===== src/rtl/chunk_framer.sv =====
`timescale 1ns/1ps
module chunk_framer #(
  parameter int PAY_BYTES = 64,
  parameter int MAX_BURST = 48,
  parameter int CNT_W     = 8
) (
  input  logic             clk,
  input  logic             rst_n,
  input  logic             start_i,
  input  logic [CNT_W-1:0] credit_i,
  input  logic [CNT_W-1:0] pend_i,
  input  logic             irq_i,
  input  logic             in_valid_i,
  input  logic [7:0]       in_data_i,
  input  logic             in_last_i,
  output logic             in_ready_o,
  output logic             out_valid_o,
  output logic [7:0]       out_data_o,
  output logic             out_first_o,
  input  logic             out_ready_i,
  output logic             busy_o
);
  localparam int OFF_W = $clog2(PAY_BYTES);
  localparam int BC_W  = $clog2(MAX_BURST + 1);

  typedef enum logic [2:0] {S_IDLE, S_DEC, S_FILL, S_HDR, S_PAY} st_t;
  st_t state;

  logic [BC_W-1:0]  cred_q, pend_q, dcnt_q, tcnt_q;
  logic             irq_q, pad_q, mid_q;
  logic             dv_q, sv_q, ev_q;
  logic [OFF_W-1:0] off_q, idx_q;
  logic [1:0]       hb_q;
  logic [7:0]       buf_q [PAY_BYTES];

  function automatic logic [BC_W-1:0] clampc(input logic [CNT_W-1:0] v);
    return (int'(v) > MAX_BURST) ? BC_W'(MAX_BURST) : BC_W'(v);
  endfunction

  logic [31:0] hdr_w;
  logic [30:0] hdr_hi;
  assign hdr_hi = {9'b0, dv_q, sv_q, 4'b0, 1'b0, ev_q, 6'(off_q), 7'b0};
  assign hdr_w  = {1'b1, hdr_hi[29:0], ~^{1'b1, hdr_hi[29:0]}};

  logic take_data, take_pad, fill_end, keep;
  assign take_data = !pad_q && (dcnt_q < cred_q) && (mid_q || in_valid_i);
  assign take_pad  = (tcnt_q < pend_q) || (tcnt_q == '0 && irq_q);
  assign fill_end  = in_last_i || (idx_q == OFF_W'(PAY_BYTES - 1));
  assign keep      = dv_q && (!ev_q || idx_q <= off_q);

  assign busy_o      = state != S_IDLE;
  assign in_ready_o  = state == S_FILL;
  assign out_valid_o = (state == S_HDR) || (state == S_PAY);
  assign out_first_o = (state == S_HDR) && (hb_q == 2'd0);

  always_comb begin
    out_data_o = 8'h00;
    if (state == S_HDR) out_data_o = hdr_w[{~hb_q, 3'b000} +: 8];
    else if (state == S_PAY && keep) out_data_o = buf_q[idx_q];
  end

  always_ff @(posedge clk) begin
    if (state == S_FILL && in_valid_i) buf_q[idx_q] <= in_data_i;
  end

  always_ff @(posedge clk or negedge rst_n) begin
    if (!rst_n) begin
      state  <= S_IDLE;
      cred_q <= '0;
      pend_q <= '0;
      dcnt_q <= '0;
      tcnt_q <= '0;
      irq_q  <= 1'b0;
      pad_q  <= 1'b0;
      mid_q  <= 1'b0;
      dv_q   <= 1'b0;
      sv_q   <= 1'b0;
      ev_q   <= 1'b0;
      off_q  <= '0;
      idx_q  <= '0;
      hb_q   <= '0;
    end else begin
      case (state)
        S_IDLE: if (start_i) begin
          cred_q <= clampc(credit_i);
          pend_q <= clampc(pend_i);
          irq_q  <= irq_i;
          dcnt_q <= '0;
          tcnt_q <= '0;
          pad_q  <= 1'b0;
          state  <= S_DEC;
        end
        S_DEC: begin
          ev_q  <= 1'b0;
          off_q <= '0;
          idx_q <= '0;
          hb_q  <= '0;
          if (take_data) begin
            dv_q  <= 1'b1;
            sv_q  <= !mid_q;
            state <= S_FILL;
          end else if (take_pad) begin
            dv_q  <= 1'b0;
            sv_q  <= 1'b0;
            pad_q <= 1'b1;
            state <= S_HDR;
          end else begin
            state <= S_IDLE;
          end
        end
        S_FILL: if (in_valid_i) begin
          if (fill_end) begin
            ev_q  <= in_last_i;
            off_q <= in_last_i ? idx_q : '0;
            mid_q <= !in_last_i;
            state <= S_HDR;
          end else begin
            idx_q <= idx_q + 1'b1;
          end
        end
        S_HDR: if (out_ready_i) begin
          if (hb_q == 2'd3) begin
            idx_q <= '0;
            state <= S_PAY;
          end
          hb_q <= hb_q + 1'b1;
        end
        S_PAY: if (out_ready_i) begin
          if (idx_q == OFF_W'(PAY_BYTES - 1)) begin
            dcnt_q <= dcnt_q + BC_W'(dv_q);
            tcnt_q <= tcnt_q + 1'b1;
            state  <= S_DEC;
          end else begin
            idx_q <= idx_q + 1'b1;
          end
        end
        default: state <= S_IDLE;
      endcase
    end
  end
endmodule


===== config.mk =====
export PLATFORM = sky130hd
export DESIGN_NAME = chunk_framer
export DESIGN_NICKNAME = d
export VERILOG_FILES = /design/src/rtl/chunk_framer.sv
export SDC_FILE = /design/constraint.sdc
export NUM_CORES = 1
export LEC_CHECK = 0
export ABC_CLOCK_PERIOD_IN_PS = 3850
export BUFFER_PORTS_ARGS = -buffer_cell sky130_fd_sc_hd__buf_2
export CAP_MARGIN = 20
export CORE_UTILIZATION = 55
export DETAILED_ROUTE_END_ITERATION = 12
export HOLD_SLACK_MARGIN = 0.12
export PLACE_DENSITY = 0.71
export SLEW_MARGIN = 20
export SYNTH_ARGS = -nofsm -noshare
export SYNTH_HDL_FRONTEND = slang
export SYNTH_SLANG_ARGS = --single-unit

===== constraint.sdc =====
create_clock -name clk -period 3.85 [get_ports clk]
set_input_delay 0.5775 -clock clk [delete_from_list [all_inputs] [get_ports clk]]
set_output_delay 0.5775 -clock clk [all_outputs]
set_load 0.01 [all_outputs]

## Word-level counts from Yosys, hierarchy flattened

Memories as Yosys holds them, arrays and structs flattened.
Cells that the tools add are included.

| cells by class | value |
|---|---|
| add/subtract/negate cells | 4 |
| $lt $le $gt $ge | 5 |
| equal/unequal tests | 17 |
| shift-type cells | 1 |
| multiplexer cells | 46 |
| bitwise gates (word level) | 1 |
| reductions and logical operators | 36 |

Operators with widths:

| kind | count |
|---|---|
| 2-to-1 mux 6 bit | 16 |
| case mux 6 bit (2 select lines) | 3 |
| variable part select 32 x 6 -> 8 bit | 1 |
| XNOR reduction 31 bit | 1 |
| case mux 6 bit (4 select lines) | 1 |
| 2-to-1 mux 3 bit | 7 |
| != test 2 bit (second input constant) | 9 |
| greater-than comparator 8 x 6 -> 1 bit (second input constant) | 2 |
| 2-to-1 mux 8 bit | 2 |
| case mux 3 bit (5 select lines) | 1 |
| AND reduction 7 bit | 2 |
| adder 6 x 1 -> 6 bit (second input constant) | 2 |
| less-than comparator 6 bit | 2 |
| 2-to-1 mux 1 bit | 10 |
| nonzero test 2 bit | 5 |
| AND reduction 4 bit | 2 |
| logical AND 1 bit | 7 |
| adder 6 x 1 -> 6 bit | 1 |
| equality test 3 x 2 -> 1 bit (second input constant) | 2 |
| equality test 6 bit (second input constant) | 1 |
| less-or-equal comparator 6 bit | 1 |
| zero test 6 bit | 1 |
| 2-to-1 mux 2 bit | 3 |
| AND reduction 2 bit | 3 |
| 15 further kinds | 25 |

| storage, ports and cells | value |
|---|---|
| bits in registers | 47 |
| bits in writable memories | 512 |
| input bits | 31 |
| output and inout bits | 12 |
| logic and storage cells | 125 |
| memories kept | 1 |

Memories:

| memory | depth | bits a word | read ports | clocked after Yosys merged registers in | wr ports | line | source |
|---|---|---|---|---|---|---|---|
| buf_q | 64 | 8 | 1 | 0 | 1 | 34 | `logic [7:0] buf_q [PAY_BYTES];` |

## Longest topological paths before layout

| logic depth | value |
|---|---|
| word-level depth | 6 |
| depth in mapped cells | 13 |
| mapped depth without buffers | 8 |

## Least setup slack after synthesis

OpenSTA, ideal clock, no wires.

| path | value |
|---|---|
| kind | register -> output |
| from | register idx_q[0] |
| to | output out_data_o[5] |
| arrival | 2.721 ns |
| data required time | 3.273 ns |
| setup slack | 0.552 ns |
| stages on the path, launching flop included | 14 |
| path buffers | 5 |
| cells stage by stage | dfrtp_1 buf_4 buf_12 buf_6 inv_2 buf_2 buf_2 ha_1 nor2b_1 o2111a_1 o211ai_1 nand2_1 or4_1 o22ai_1 |

| between the ends | value |
|---|---|
| word-level cells in the longest chain between the ends | 6 |
| elaborated cells between the ends (all ways) | 7 |
| classes of those cells | 1 x order compare; 2 x mux; 3 x reduce/logical; 1 x memory |

RTL lines:

| element | line | source |
|---|---|---|
| from (decl) | 32 | `logic [OFF_W-1:0] off_q, idx_q;` |
| from (signal assigned) | 118 | `idx_q <= idx_q + 1'b1;` |
| from (signal assigned) | 134 | `idx_q <= idx_q + 1'b1;` |
| branches (longest 4 deep; another with memory read (64 x 8 bit)) | -- |  |
| 2-to-1 mux 8 bit (*) | 59 | `else if (state == S_PAY && keep) out_data_o = buf_q[idx_q];` |
| 2-to-1 mux 8 bit (*) | 58 | `if (state == S_HDR) out_data_o = hdr_w[{~hb_q, 3'b000} +: 8];` |
| to (decl) | 18 | `output logic [7:0] out_data_o,` |

Every way passes the cells marked *.

## Worst setup path after layout

| path | value |
|---|---|
| from | register idx_q[1] |
| to | output out_data_o[1] |

Same word-level chain as after synthesis.

==> results.json <==
{
  "status": "complete, but fails checks",
  "violations": "DRC, setup timing",
  "synthArstFlopShare_pct": 8.41,
  "stdcell_area_um2": 26200,
  "worstHoldPathType": "primary input to register",
  "hpwlAfterDp_mm": 39.4,
  "hold_viol_final": 0,
  "finalSetupViolCount": 1,
  "drtIter0Drc": 2133,
  "crit_type": "register to output port",
  "place_inst": 2037,
  "syn-num-nets": 1490,
  "slew_headroom_pct": 22.4,
  "rows": 74,
  "drt_first_pass_iters": 12,
  "antenna_cells": 0,
  "synth_top_area_share_pct": 66.9,
  "mappedNetlistArea_um2": 23000,
  "areaGrowthSynthToFinish_pct": 13.9,
  "wl_met3_mm": 6.58,
  "route.met2.wl_mm": 28.5,
  "die_h_um": 206,
  "p_leak_nw": 8.73,
  "startpoint_type": "register",
  "ys_seq_elements": 559,
  "maxCapViolCount": 0,
  "core_area_um2": 41000,
  "clk_path_buf_depth": 3,
  "tritoncts": "done",
  "grt_max_degree": 65,
  "fin_tns_setup_ns": -0.0341,
  "synth_edf_count": 512,
  "end_kind": "output port",
  "syn_avg_cell_area_um2": 16.0,
  "die_w_um": 206,
  "nets": 1625,
  "root_buffer": "clkbuf_16",
  "worstMarginPinSlew_ns": 1.16,
  "clock_skew_ns": 0.0236,
  "worstHoldStart": "irq_i",
  "grt_first_pass_wirelength_mm": 89.2,
  "crit_path_start": "idx_q[1]",
  "synth_area_leaders": "edfxtp_1 67%, dfrtp_1 5.1%, mux4_2 4.6%, mux2_2 2.1%, nor2_1 2.0%",
  "drc": 7,
  "crit_fanout": 10,
  "ios": 43,
  "yosysWarnings": 0,
  "ys_types": 77,
  "finalNonFillerCells": 2144,
  "grt_usage_pct": 29.3,
  "fin_crit_sh_pct": 101,
  "antenna_found_initial": 1,
  "wl_per_cell_um": 28.6,
  "synth_top_flop_cell": "edfxtp_1",
  "critPathArrivalTime_ns": 3.31,
  "clock_latency_ns": 0.62,
  "min_period_ns": 3.88,
  "wirelength_mm": 61.4,
  "via_per_inst": 6.61,
  "ys_seq_area_share_pct": 72.0,
  "r2r_start": "idx_q[0]",
  "rsz0062_at_grt": "yes",
  "cts_sinks": 559,
  "dpl_cell_area_um2": 24200,
  "globalplace.congestion": 1.01,
  "worst_slack_ns": -0.0341,
  "cts_buffers": 56,
  "synth_top_area_cell": "edfxtp_1",
  "routed.top_layer": "met5",
  "drive_gt1_share_pct": 22.6,
  "initial_core_util_pct": 56.0,
  "die_area_um2": 42600,
  "ant_nets": 0,
  "grt_overflow": 0,
  "fmax_ghz": 0.257,
  "port_buffers": 42,
  "peakVddDrop_v": 0.000413,
  "via_count": 14173,
  "cts_max_level": 2,
  "clk_pin_slew_ns": 0.06,
  "synth_cells": 1436,
  "grt_pass1_vias": 13861,
  "final_core_util_pct": 63.8,
  "wl_met1_mm": 23.3,
  "maxSlewViolCount": 0,
  "p_per_area_nw_per_um2": 583,
  "worstPathRequired_ns": 3.27
}
==> layer usage <==
layer	vias up	global-route usage, %
met5	-	0
met4	4	12.3
met3	215	7.06
met2	893	45.7
met1	7104	39.4
li1	5957	-
==> final cells by class <==
| cell class | instances | area (um^2) |
|---|---|---|
| flip-flops and latches | 559 | 16600 |
| clock inverters | 28 | 215 |
| repair buffers | 159 | 1180 |
| well taps | 532 | 666 |
| clock buffers | 71 | 1510 |
| multi-input cells | 766 | 5930 |
| fillers | 2855 | 14800 |
| inverters | 29 | 114 |
==> state kept, by name (all words and copies together), names as in the netlist <==
name,cells
pend_q,6
hb_q,2
state,3
irq_q,1
buf_q,512
cred_q,6
off_q,6
pad_q,1
dv_q,1
tcnt_q,6
mid_q,1
dcnt_q,6
idx_q,6
ev_q,1
sv_q,1
==> through the flow <==
| step | power, mW | worst slack (ns) | hold WS (ns) |
|---|---|---|---|
| global placement | 9.96 | 0.488 | 0.474 |
| detailed placement | 10.0 | 0.474 | 0.476 |
| finish | 15.3 | -0.0341 | 0.186 |
| CTS | 15.2 | 0.000495 | 0.162 |
| global route | 15.7 | -0.0312 | 0.187 |
| floorplan | 8.98 | 0.552 | 0.282 |
==> path summary, 6_finish.rpt <==
path / end / slack, ns / cells past startpoint
min in group asynchronous: pend_q[0] / 0.60 / 2
hold reg to reg: irq_q / 0.49 / 2
max in group asynchronous: idx_q[2] / 2.54 / 3
setup / recovery: out_data_o[1] / -0.03 / 9
setup reg to reg: buf_q[19][6] / 0.58 / 5
hold / removal: irq_q / 0.19 / 3
==> cells in the mapped netlist, drive strengths merged (4+ instances only) <==
library cell / number
or3: 6
clkbuf: 21
and2: 8
o21ai: 39
a211oi: 15
xor2: 8
dfrtp: 47
mux2i: 38
nand2: 75
a21oi: 41
a22o: 12
nor4: 11
nand3b: 5
nor2: 124
a22oi: 12
a222oi: 5
and3: 5
mux2: 44
nand2b: 13
a221oi: 9
buf: 61
nand3: 18
nor2b: 9
a31oi: 5
o22ai: 62
mux4: 47
o211ai: 7
nand4: 6
o221ai: 34
edfxtp: 512
a2bb2oi: 4
ha: 23
a21o: 9
xnor2: 11
nor3: 16
inv: 28
or2: 4
a211o: 4
==> what timing repair did <==
action	CTS	global route
endpoints found under the hold margin	34	0
buffers inserted	7	0
resized for setup	15	22
pin swaps	0	2
hold buffers	1	0
setup endpoints to repair	7	8
==> where the power goes <==
part	switching (mW)	total [mW]	leakage, nW	internal, mW
Clock	2.21	5.16	0.849	2.95
Combinational	1.91	3.16	2.67	1.25
Sequential	0.166	6.94	5.21	6.77
==> cell usage in the layout (no fill, tap or decap), types with 14 or more instances in the layout <==
cell type  Yosys  final
edfxtp_1     512    512
nor2_1       124    123
buf_4         12    110
nand2_1       74     71
o22ai_1       62     60
clkbuf_16      0     57
mux4_2        47     47
mux2_2        43     43
dfrtp_1       47     41
a21oi_1       40     39
buf_2         37     39
mux2i_1       38     38
o21ai_0       37     37
o221ai_1      34     34
inv_1         26     26
ha_1          23     23
nand3_1       18     18
a211oi_1      15     14
nor3_1        16     14
==> critical path, cell delays in order (launching register included) <==
cell	delay [ns]
dfrtp_4	0.52
buf_4	0.23
nand2b_2	0.31
buf_4	0.22
o221ai_1	0.11
a222oi_1	0.56
o22ai_1	0.21
nor2_1	0.20
a22o_1	0.19
buf_2	0.14
==> logic make-up after synthesis <==
family                     after synthesis  synth area share [%]
DFF                                    559                  72.0
and+or+nand+nor                        310                  6.31
AOI/OAI and AO/OA                      285                  8.66
muxes                                  129                  8.42
buffers and inverters                  111                  2.61
adders and majority gates               23                  1.25
xor gates and xnor gates                19                 0.724
No activity file was read; power rests on OpenSTA's default activity.
